[src/rtl/pwm_soc_pkg.sv]
package pwm_soc_pkg;

    typedef enum logic {
        TB_FREEZE = 1'b0,
        TB_UP     = 1'b1
    } tb_mode_e;

    typedef enum logic [1:0] {
        EV_ZERO   = 2'd0,
        EV_PERIOD = 2'd1,
        EV_CMP    = 2'd2,
        EV_NONE   = 2'd3
    } ev_src_e;

    // Counter events, valid on a running tick
    typedef struct packed {
        logic at_zero;
        logic at_period;
        logic at_cmp;
    } tb_events_t;

    function automatic int hs_ratio(int sel);
        return (sel == 0) ? 1 : 2 * sel;
    endfunction

    function automatic int gen_ratio(int sel);
        return 1 << sel;
    endfunction

endpackage

[src/rtl/tb_prescaler.sv]
module tb_prescaler
    import pwm_soc_pkg::*;
#(
    parameter int HS_W  = 3,
    parameter int GEN_W = 3
) (
    input  logic             clk,
    input  logic             rst,
    input  logic [HS_W-1:0]  hs_sel,
    input  logic [GEN_W-1:0] gen_sel,
    output logic             tick
);
    localparam int MAX_DIV = hs_ratio((1 << HS_W) - 1) * gen_ratio((1 << GEN_W) - 1);
    localparam int PRE_W   = $clog2(MAX_DIV + 1);

    logic [PRE_W-1:0] pre_cnt;
    logic [PRE_W-1:0] div_val;
    logic [PRE_W-1:0] div_m1;
    logic [HS_W:0]    hs_fac;

    always_comb begin
        hs_fac  = (hs_sel == '0) ? (HS_W+1)'(1) : {hs_sel, 1'b0};
        div_val = PRE_W'(hs_fac) << gen_sel;
        div_m1  = div_val - PRE_W'(1);
        tick    = (pre_cnt >= div_m1);
    end

    always_ff @(posedge clk) begin
        if (rst)       pre_cnt <= '0;
        else if (tick) pre_cnt <= '0;
        else           pre_cnt <= pre_cnt + PRE_W'(1);
    end

    // with a steady divider selection the count stays inside one timebase cycle
    assert_pre_in_range_R3: assert property (@(posedge clk) disable iff (rst)
        ($stable(hs_sel) && $stable(gen_sel)) |-> (pre_cnt <= div_m1));

endmodule

[src/rtl/tb_counter.sv]
module tb_counter
    import pwm_soc_pkg::*;
#(
    parameter int CNT_W = 16
) (
    input  logic             clk,
    input  logic             rst,
    input  logic             tick,
    input  logic             run,
    input  logic [CNT_W-1:0] period,
    input  logic [CNT_W-1:0] cmp_shadow,
    output logic             step,
    output tb_events_t       ev
);
    logic [CNT_W-1:0] cnt;
    logic [CNT_W-1:0] cmp_act;
    logic             wrap;

    always_comb begin
        step         = tick && run;
        wrap         = (cnt >= period);
        ev.at_zero   = (cnt == '0);
        ev.at_period = (cnt == period);
        ev.at_cmp    = (cnt == cmp_act);
    end

    always_ff @(posedge clk) begin
        if (rst) begin
            cnt     <= '0;
            cmp_act <= cmp_shadow;
        end else if (step) begin
            if (wrap) begin
                cnt     <= '0;
                cmp_act <= cmp_shadow;
            end else begin
                cnt <= cnt + CNT_W'(1);
            end
        end
    end

    // a running tick at or past the period returns the count to zero
    assert_wrap_R1: assert property (@(posedge clk) disable iff (rst)
        (step && (cnt >= period)) |=> (cnt == '0));

    // without a running tick the counter holds
    assert_hold_R2: assert property (@(posedge clk) disable iff (rst)
        !step |=> $stable(cnt));

    // the active compare changes only as the counter lands on zero
    assert_shadow_load_R4: assert property (@(posedge clk) disable iff (rst)
        !$stable(cmp_act) |-> (cnt == '0));

endmodule

[src/rtl/tb_action.sv]
module tb_action (
    input  logic clk,
    input  logic rst,
    input  logic step,
    input  logic at_zero,
    input  logic at_cmp,
    output logic pwm
);
    always_ff @(posedge clk) begin
        if (rst)            pwm <= 1'b0;
        else if (step) begin
            if (at_cmp)     pwm <= 1'b0;   // clear wins over set
            else if (at_zero) pwm <= 1'b1;
        end
    end

    // a compare match on a running tick always leaves the output low
    assert_clear_prio_R6: assert property (@(posedge clk) disable iff (rst)
        (step && at_cmp) |=> !pwm);

    // the output only moves on a running tick
    assert_moves_on_step_R5: assert property (@(posedge clk) disable iff (rst)
        !step |=> $stable(pwm));

endmodule

[src/rtl/tb_soc_gen.sv]
module tb_soc_gen
    import pwm_soc_pkg::*;
#(
    parameter int EVP_W = 2
) (
    input  logic             clk,
    input  logic             rst,
    input  logic             tick,
    input  logic             step,
    input  tb_events_t       ev,
    input  logic             en,
    input  logic [1:0]       src,
    input  logic [EVP_W-1:0] div,
    output logic             soc
);
    logic [EVP_W-1:0] evt_cnt;
    logic [EVP_W:0]   evt_next;
    logic             sel_ev;
    logic             fire;
    logic             soc_q;

    always_comb begin
        unique case (ev_src_e'(src))
            EV_ZERO:   sel_ev = ev.at_zero;
            EV_PERIOD: sel_ev = ev.at_period;
            EV_CMP:    sel_ev = ev.at_cmp;
            default:   sel_ev = 1'b0;
        endcase
        evt_next = {1'b0, evt_cnt} + (EVP_W+1)'(1);
        fire     = step && sel_ev && en && (div != '0) && (evt_next >= {1'b0, div});
        soc      = soc_q && en;
    end

    always_ff @(posedge clk) begin
        if (rst || !en) begin
            evt_cnt <= '0;
        end else if (step && sel_ev && (div != '0)) begin
            evt_cnt <= fire ? '0 : evt_next[EVP_W-1:0];
        end
    end

    always_ff @(posedge clk) begin
        if (rst)       soc_q <= 1'b0;
        else if (tick) soc_q <= fire;
    end

    // disabled trigger clears the event count
    assert_evt_clear_R10: assert property (@(posedge clk) disable iff (rst)
        !en |=> (evt_cnt == '0));

    // a pulse starts only on a tick edge and lasts until the next tick
    assert_pulse_on_tick_R9: assert property (@(posedge clk) disable iff (rst)
        $rose(soc_q) |-> $past(tick));

    assert_pulse_hold_R9: assert property (@(posedge clk) disable iff (rst)
        !$past(tick) |-> $stable(soc_q));

    // a zero prescale never starts a pulse
    assert_no_fire_div0_R8: assert property (@(posedge clk) disable iff (rst)
        (tick && div == '0) |=> !soc_q);

endmodule

[src/rtl/pwm_soc_timebase.sv]
module pwm_soc_timebase
    import pwm_soc_pkg::*;
#(
    parameter int CNT_W = 16,
    parameter int HS_W  = 3,
    parameter int GEN_W = 3,
    parameter int EVP_W = 2
) (
    input  logic             clk,
    input  logic             rst,
    input  logic [CNT_W-1:0] period_i,
    input  logic [CNT_W-1:0] cmp_i,
    input  logic             mode_i,
    input  logic [HS_W-1:0]  hs_div_i,
    input  logic [GEN_W-1:0] gen_div_i,
    input  logic             trig_en_i,
    input  logic [1:0]       trig_src_i,
    input  logic [EVP_W-1:0] trig_div_i,
    output logic             pwm_o,
    output logic             soc_o
);
    logic       tick;
    logic       step;
    logic       run;
    tb_events_t ev;

    assign run = (tb_mode_e'(mode_i) == TB_UP);

    tb_prescaler #(.HS_W(HS_W), .GEN_W(GEN_W)) u_pre (
        .clk     (clk),
        .rst     (rst),
        .hs_sel  (hs_div_i),
        .gen_sel (gen_div_i),
        .tick    (tick)
    );

    tb_counter #(.CNT_W(CNT_W)) u_cnt (
        .clk        (clk),
        .rst        (rst),
        .tick       (tick),
        .run        (run),
        .period     (period_i),
        .cmp_shadow (cmp_i),
        .step       (step),
        .ev         (ev)
    );

    tb_action u_act (
        .clk     (clk),
        .rst     (rst),
        .step    (step),
        .at_zero (ev.at_zero),
        .at_cmp  (ev.at_cmp),
        .pwm     (pwm_o)
    );

    tb_soc_gen #(.EVP_W(EVP_W)) u_soc (
        .clk  (clk),
        .rst  (rst),
        .tick (tick),
        .step (step),
        .ev   (ev),
        .en   (trig_en_i),
        .src  (trig_src_i),
        .div  (trig_div_i),
        .soc  (soc_o)
    );

    // in freeze the output level is held
    assert_freeze_hold_R2: assert property (@(posedge clk) disable iff (rst)
        !run |=> $stable(pwm_o));

    // the trigger is silent while disabled
    assert_soc_gated_R9: assert property (@(posedge clk) disable iff (rst)
        !trig_en_i |-> !soc_o);

endmodule

[config.mk]
export PLATFORM = sky130hd
export DESIGN_NAME = pwm_soc_timebase
export DESIGN_NICKNAME = d
export VERILOG_FILES = /design/src/rtl/pwm_soc_pkg.sv /design/src/rtl/tb_prescaler.sv /design/src/rtl/tb_counter.sv /design/src/rtl/tb_action.sv /design/src/rtl/tb_soc_gen.sv /design/src/rtl/pwm_soc_timebase.sv
export SDC_FILE = /design/constraint.sdc
export NUM_CORES = 1
export LEC_CHECK = 0
export BUFFER_PORTS_ARGS = -buffer_cell sky130_fd_sc_hd__buf_2
export CAP_MARGIN = 20
export CORE_ASPECT_RATIO = 1.2
export CORE_MARGIN = 2
export CORE_UTILIZATION = 50
export CTS_CLUSTER_SIZE = 16
export DETAILED_ROUTE_END_ITERATION = 10
export GPL_TIMING_DRIVEN = 0
export PLACE_DENSITY = 0.67
export SYNTH_ARGS = -nofsm -noshare
export SYNTH_HDL_FRONTEND = slang
export SYNTH_HIERARCHICAL = 1
export SYNTH_SLANG_ARGS = --single-unit
[constraint.sdc]
create_clock -name clk -period 6.5 [get_ports clk]
set_clock_uncertainty 0.1 [all_clocks]
set_input_delay 0.325 -clock clk [delete_from_list [all_inputs] [get_ports clk]]
set_output_delay 0.325 -clock clk [all_outputs]
set_load 0.03 [all_outputs]
==> out/metrics.yaml <==
pwr:
  peakVddDrop_v: 0.000134
  power_frac_comb: 0.194
  power.density_nw_per_um2: 168
  pwr-share-clk: 0.287
  switching_share: 0.288
  intPower_mw: 0.455
  seqPwrFrac: 0.519
  leakagePower_nw: 1.63
  p_sw_mw: 0.184
logic_synthesis:
  yosysSeqAreaShare: 0.327
  synth_fa_ha_area_frac: 0.129
  synth_area_leaders: "dfxtp_1 18%, edfxtp_1 14%, ha_1 12%"
  async_reset_ff_frac: 0
  synth-simple-area-share: 0.186
  ys.flop_type: "dfxtp_1"
  synth_compound_area_frac: 0.176
  ys_ff_latch: 47
  synth_edf_count: 16
  synth_area_sq_um: 3370
  synth_top_area_cell: "dfxtp_1"
  netlist_instances: 374
  syn_nets: 454
  synthXorXnorAreaFrac: 0.114
  synth_cell_types: 61
  synth_top_family_by_area: "simple AND/OR/NAND/NOR gates"
  synth_top_area_frac: 0.184
  synthMuxAreaShare: 0.0104
  synth.avg_cell_area_sq_um: 9.01
  yosys_warnings: 6
die:
  core_sq_um: 6490
  dieArea_sq_um: 7410
  start_util: 0.519
  die_w_um: 78.9
  rows: 32
  io_pins: 48
  dieHeight_um: 93.9
clocking:
  clkSinkCount: 47
  clk_latency_ns: 0.30
  postCtsSetupRepairBufs: 0
  htreeDepth: 2
  cts_buffers: 5
  cts_buffer_depth: 2
  clkTransAtPathRegs_ns: 0.10
  ctsResizeCount: 0
  cts_hold_buf: 0
  cts_root_buffer: "clkbuf_8"
  cts_tree: "yes"
sta:
  report.final.slew_viol_count: 0
  tightest_slew_ns: 0.600
  min_period_ns: 4.03
  relSlewSlack: 0.597
  setup_violations: 0
  period_share: 0.619
  fin_setup_tns_ns: 0
  rsz0062_at_grt: "no"
  hold_violations: 0
  fmax_ghz: 0.248
  setup_ws_ns: 2.47
flow_run:
  drv_cap: 0
route:
  drt-vias-per-instance: 5.47
  finalWirelength_mm: 6.97
  drc: 0
  postRouteAntennaNets: 0
  vias: 2808
  firstDrtPassIters: 4
  routedWlPerCell_um: 13.6
  first_iter_violations: 92
placed_design:
  port_buffers: 46
  pre_cts_ws_ns: 2.18
  gp_congestion: 0.920
  hpwl_mm: 5.54
final_layout:
  final_nets: 507
  layout-drive-gt1-share: 0.164
  seq_area_sq_um: 1100
  diodes: 0
  syn2layout_area_growth_pct: 12.9
  layout_common_cells: "51 x buf_2, 33 x ha_1, 31 x dfxtp_1, 31 x inv_1, 31 x nor2_1"
  final_common_cell: "buf_2"
  multi_input_area_sq_um: 2070
  nFillCells: 590
global_route:
  grt_pass1_wl_mm: 11.5
  grt_max_degree: 26
  grt.overflow.total: 0
  grt_pass1_vias: 2593
  antenna_found_initial: 0
  track_usage: 0.197
critical_path:
  crit_fanout: 10
  cp_data_required_time_ns: 6.64
  arrival_ns: 4.16
  endpoint_kind: "flip-flop"
  start_kind: "input port"
  r2r_slack_ns: 3.32
  crit_type: "input port to flip-flop"
hold_path:
  hold_class: "input port to flip-flop"
status:
  outcome: "finished clean"
-- layout make-up --
class                      instances  area share
multi-input combinational        281       0.545
clock buffer                       5      0.0181
inverter                          31      0.0306
tap                               85      0.0280
sequential                        47       0.290
buffer                            15      0.0204
clock inverter                     3     0.00724
timing repair buffer              46      0.0606
-- power by group through the flow --
stage | clock network (mW) | registers, mW | logic, mW
floorplan | 0 | 0.335 | 0.0880
global placement | 0 | 0.339 | 0.122
detailed placement | 0 | 0.339 | 0.124
CTS | 0.192 | 0.332 | 0.125
global route | 0.200 | 0.334 | 0.142
finish | 0.184 | 0.332 | 0.124
-- logic make-up after synthesis --
family | after synthesis
AOI/OAI and AO/OA | 81
xor gates and xnor gates | 44
adders and majority gates | 34
buffers and inverters | 46
DFF | 47
muxes | 3
and+or+nand+nor | 119
-- through the flow --
step                area, sq um  instances  total power, mW  hold WS [ns]   util
floorplan                  3370        374            0.423         0.294      -
finish                     3800        513            0.639        0.0898  0.586
global route               3800        513            0.676        0.0794  0.586
detailed placement         3700        505            0.463         0.364  0.571
global placement           3700        505            0.461         0.351  0.571
CTS                        3800        513            0.649        0.0755  0.586
-- registers in the layout, summed over array words and instances (netlist names) --
| name | flops |
|---|---|
| u_cnt/cmp_act | 16 |
| u_soc/soc_q | 1 |
| u_soc/evt_cnt | 2 |
| u_act/pwm | 1 |
| u_cnt/cnt | 16 |
| u_pre/pre_cnt | 11 |
-- Yosys cell counts (2+ instances only) --
library cell	n
ha_1	33
dfxtp_1	31
inv_1	31
nor2_1	31
a21oi_1	29
xnor2_1	24
xor2_1	20
nand2_1	18
edfxtp_1	16
nand4_1	16
nand3_1	14
o21ai_0	12
clkbuf_1	8
nor3_1	7
and3_1	5
buf_2	5
nor2b_1	5
a211oi_1	4
a21o_1	4
and2_1	4
nand2b_1	4
nor4_1	3
o21a_1	3
a2111oi_0	2
a221o_1	2
a41o_1	2
and4_1	2
buf_6	2
mux2i_1	2
nor3b_1	2
o211ai_1	2
o22ai_1	2
-- worst max-delay path, stage by stage --
cell       delay, ns
buf_6           0.12
buf_2           0.18
and2_0          0.14
o21ai_0         0.26
ha_1            0.26
o311a_4         0.24
o211ai_2        0.09
xor2_1          0.19
ha_1            0.20
nor3_1          0.29
nand2b_1        0.10
o2111ai_1       0.13
inv_1           0.06
a221o_1         0.38
and2_1          0.19
clkbuf_1        0.21
o221a_1         0.22
a2111oi_0       0.46
a41o_1          0.14
-- path summary, 6_finish.rpt --
path | startpoint | endpoint | depth (start not counted)
worst min-delay path | cmp_i[7] | u_cnt/cmp_act[7]$_DFFE_PP_ | 1
worst min register to register | u_soc/soc_q$_SDFFE_PP0P_ | u_soc/soc_q$_SDFFE_PP0P_ | 2
worst max register to register | u_pre/pre_cnt[0]$_SDFF_PP0_ | u_soc/evt_cnt[1]$_SDFFE_PP0P_ | 12
worst max-delay path | gen_div_i[0] | u_soc/evt_cnt[1]$_SDFFE_PP0P_ | 19
-- layer usage --
metal | share of wire | up-vias | GRT usage | routed length (um)
met2 | 0.51 | 61 | 0.372 | 3560
met3 | 0.034 | 7 | 0.0260 | 238
met4 | 0.017 | 0 | 0.0618 | 119
met1 | 0.44 | 1284 | 0.228 | 3050
li1 | - | 1456 | - | -
met5 | 0 | - | 0 | 0
(Power assumes the default switching activity.)
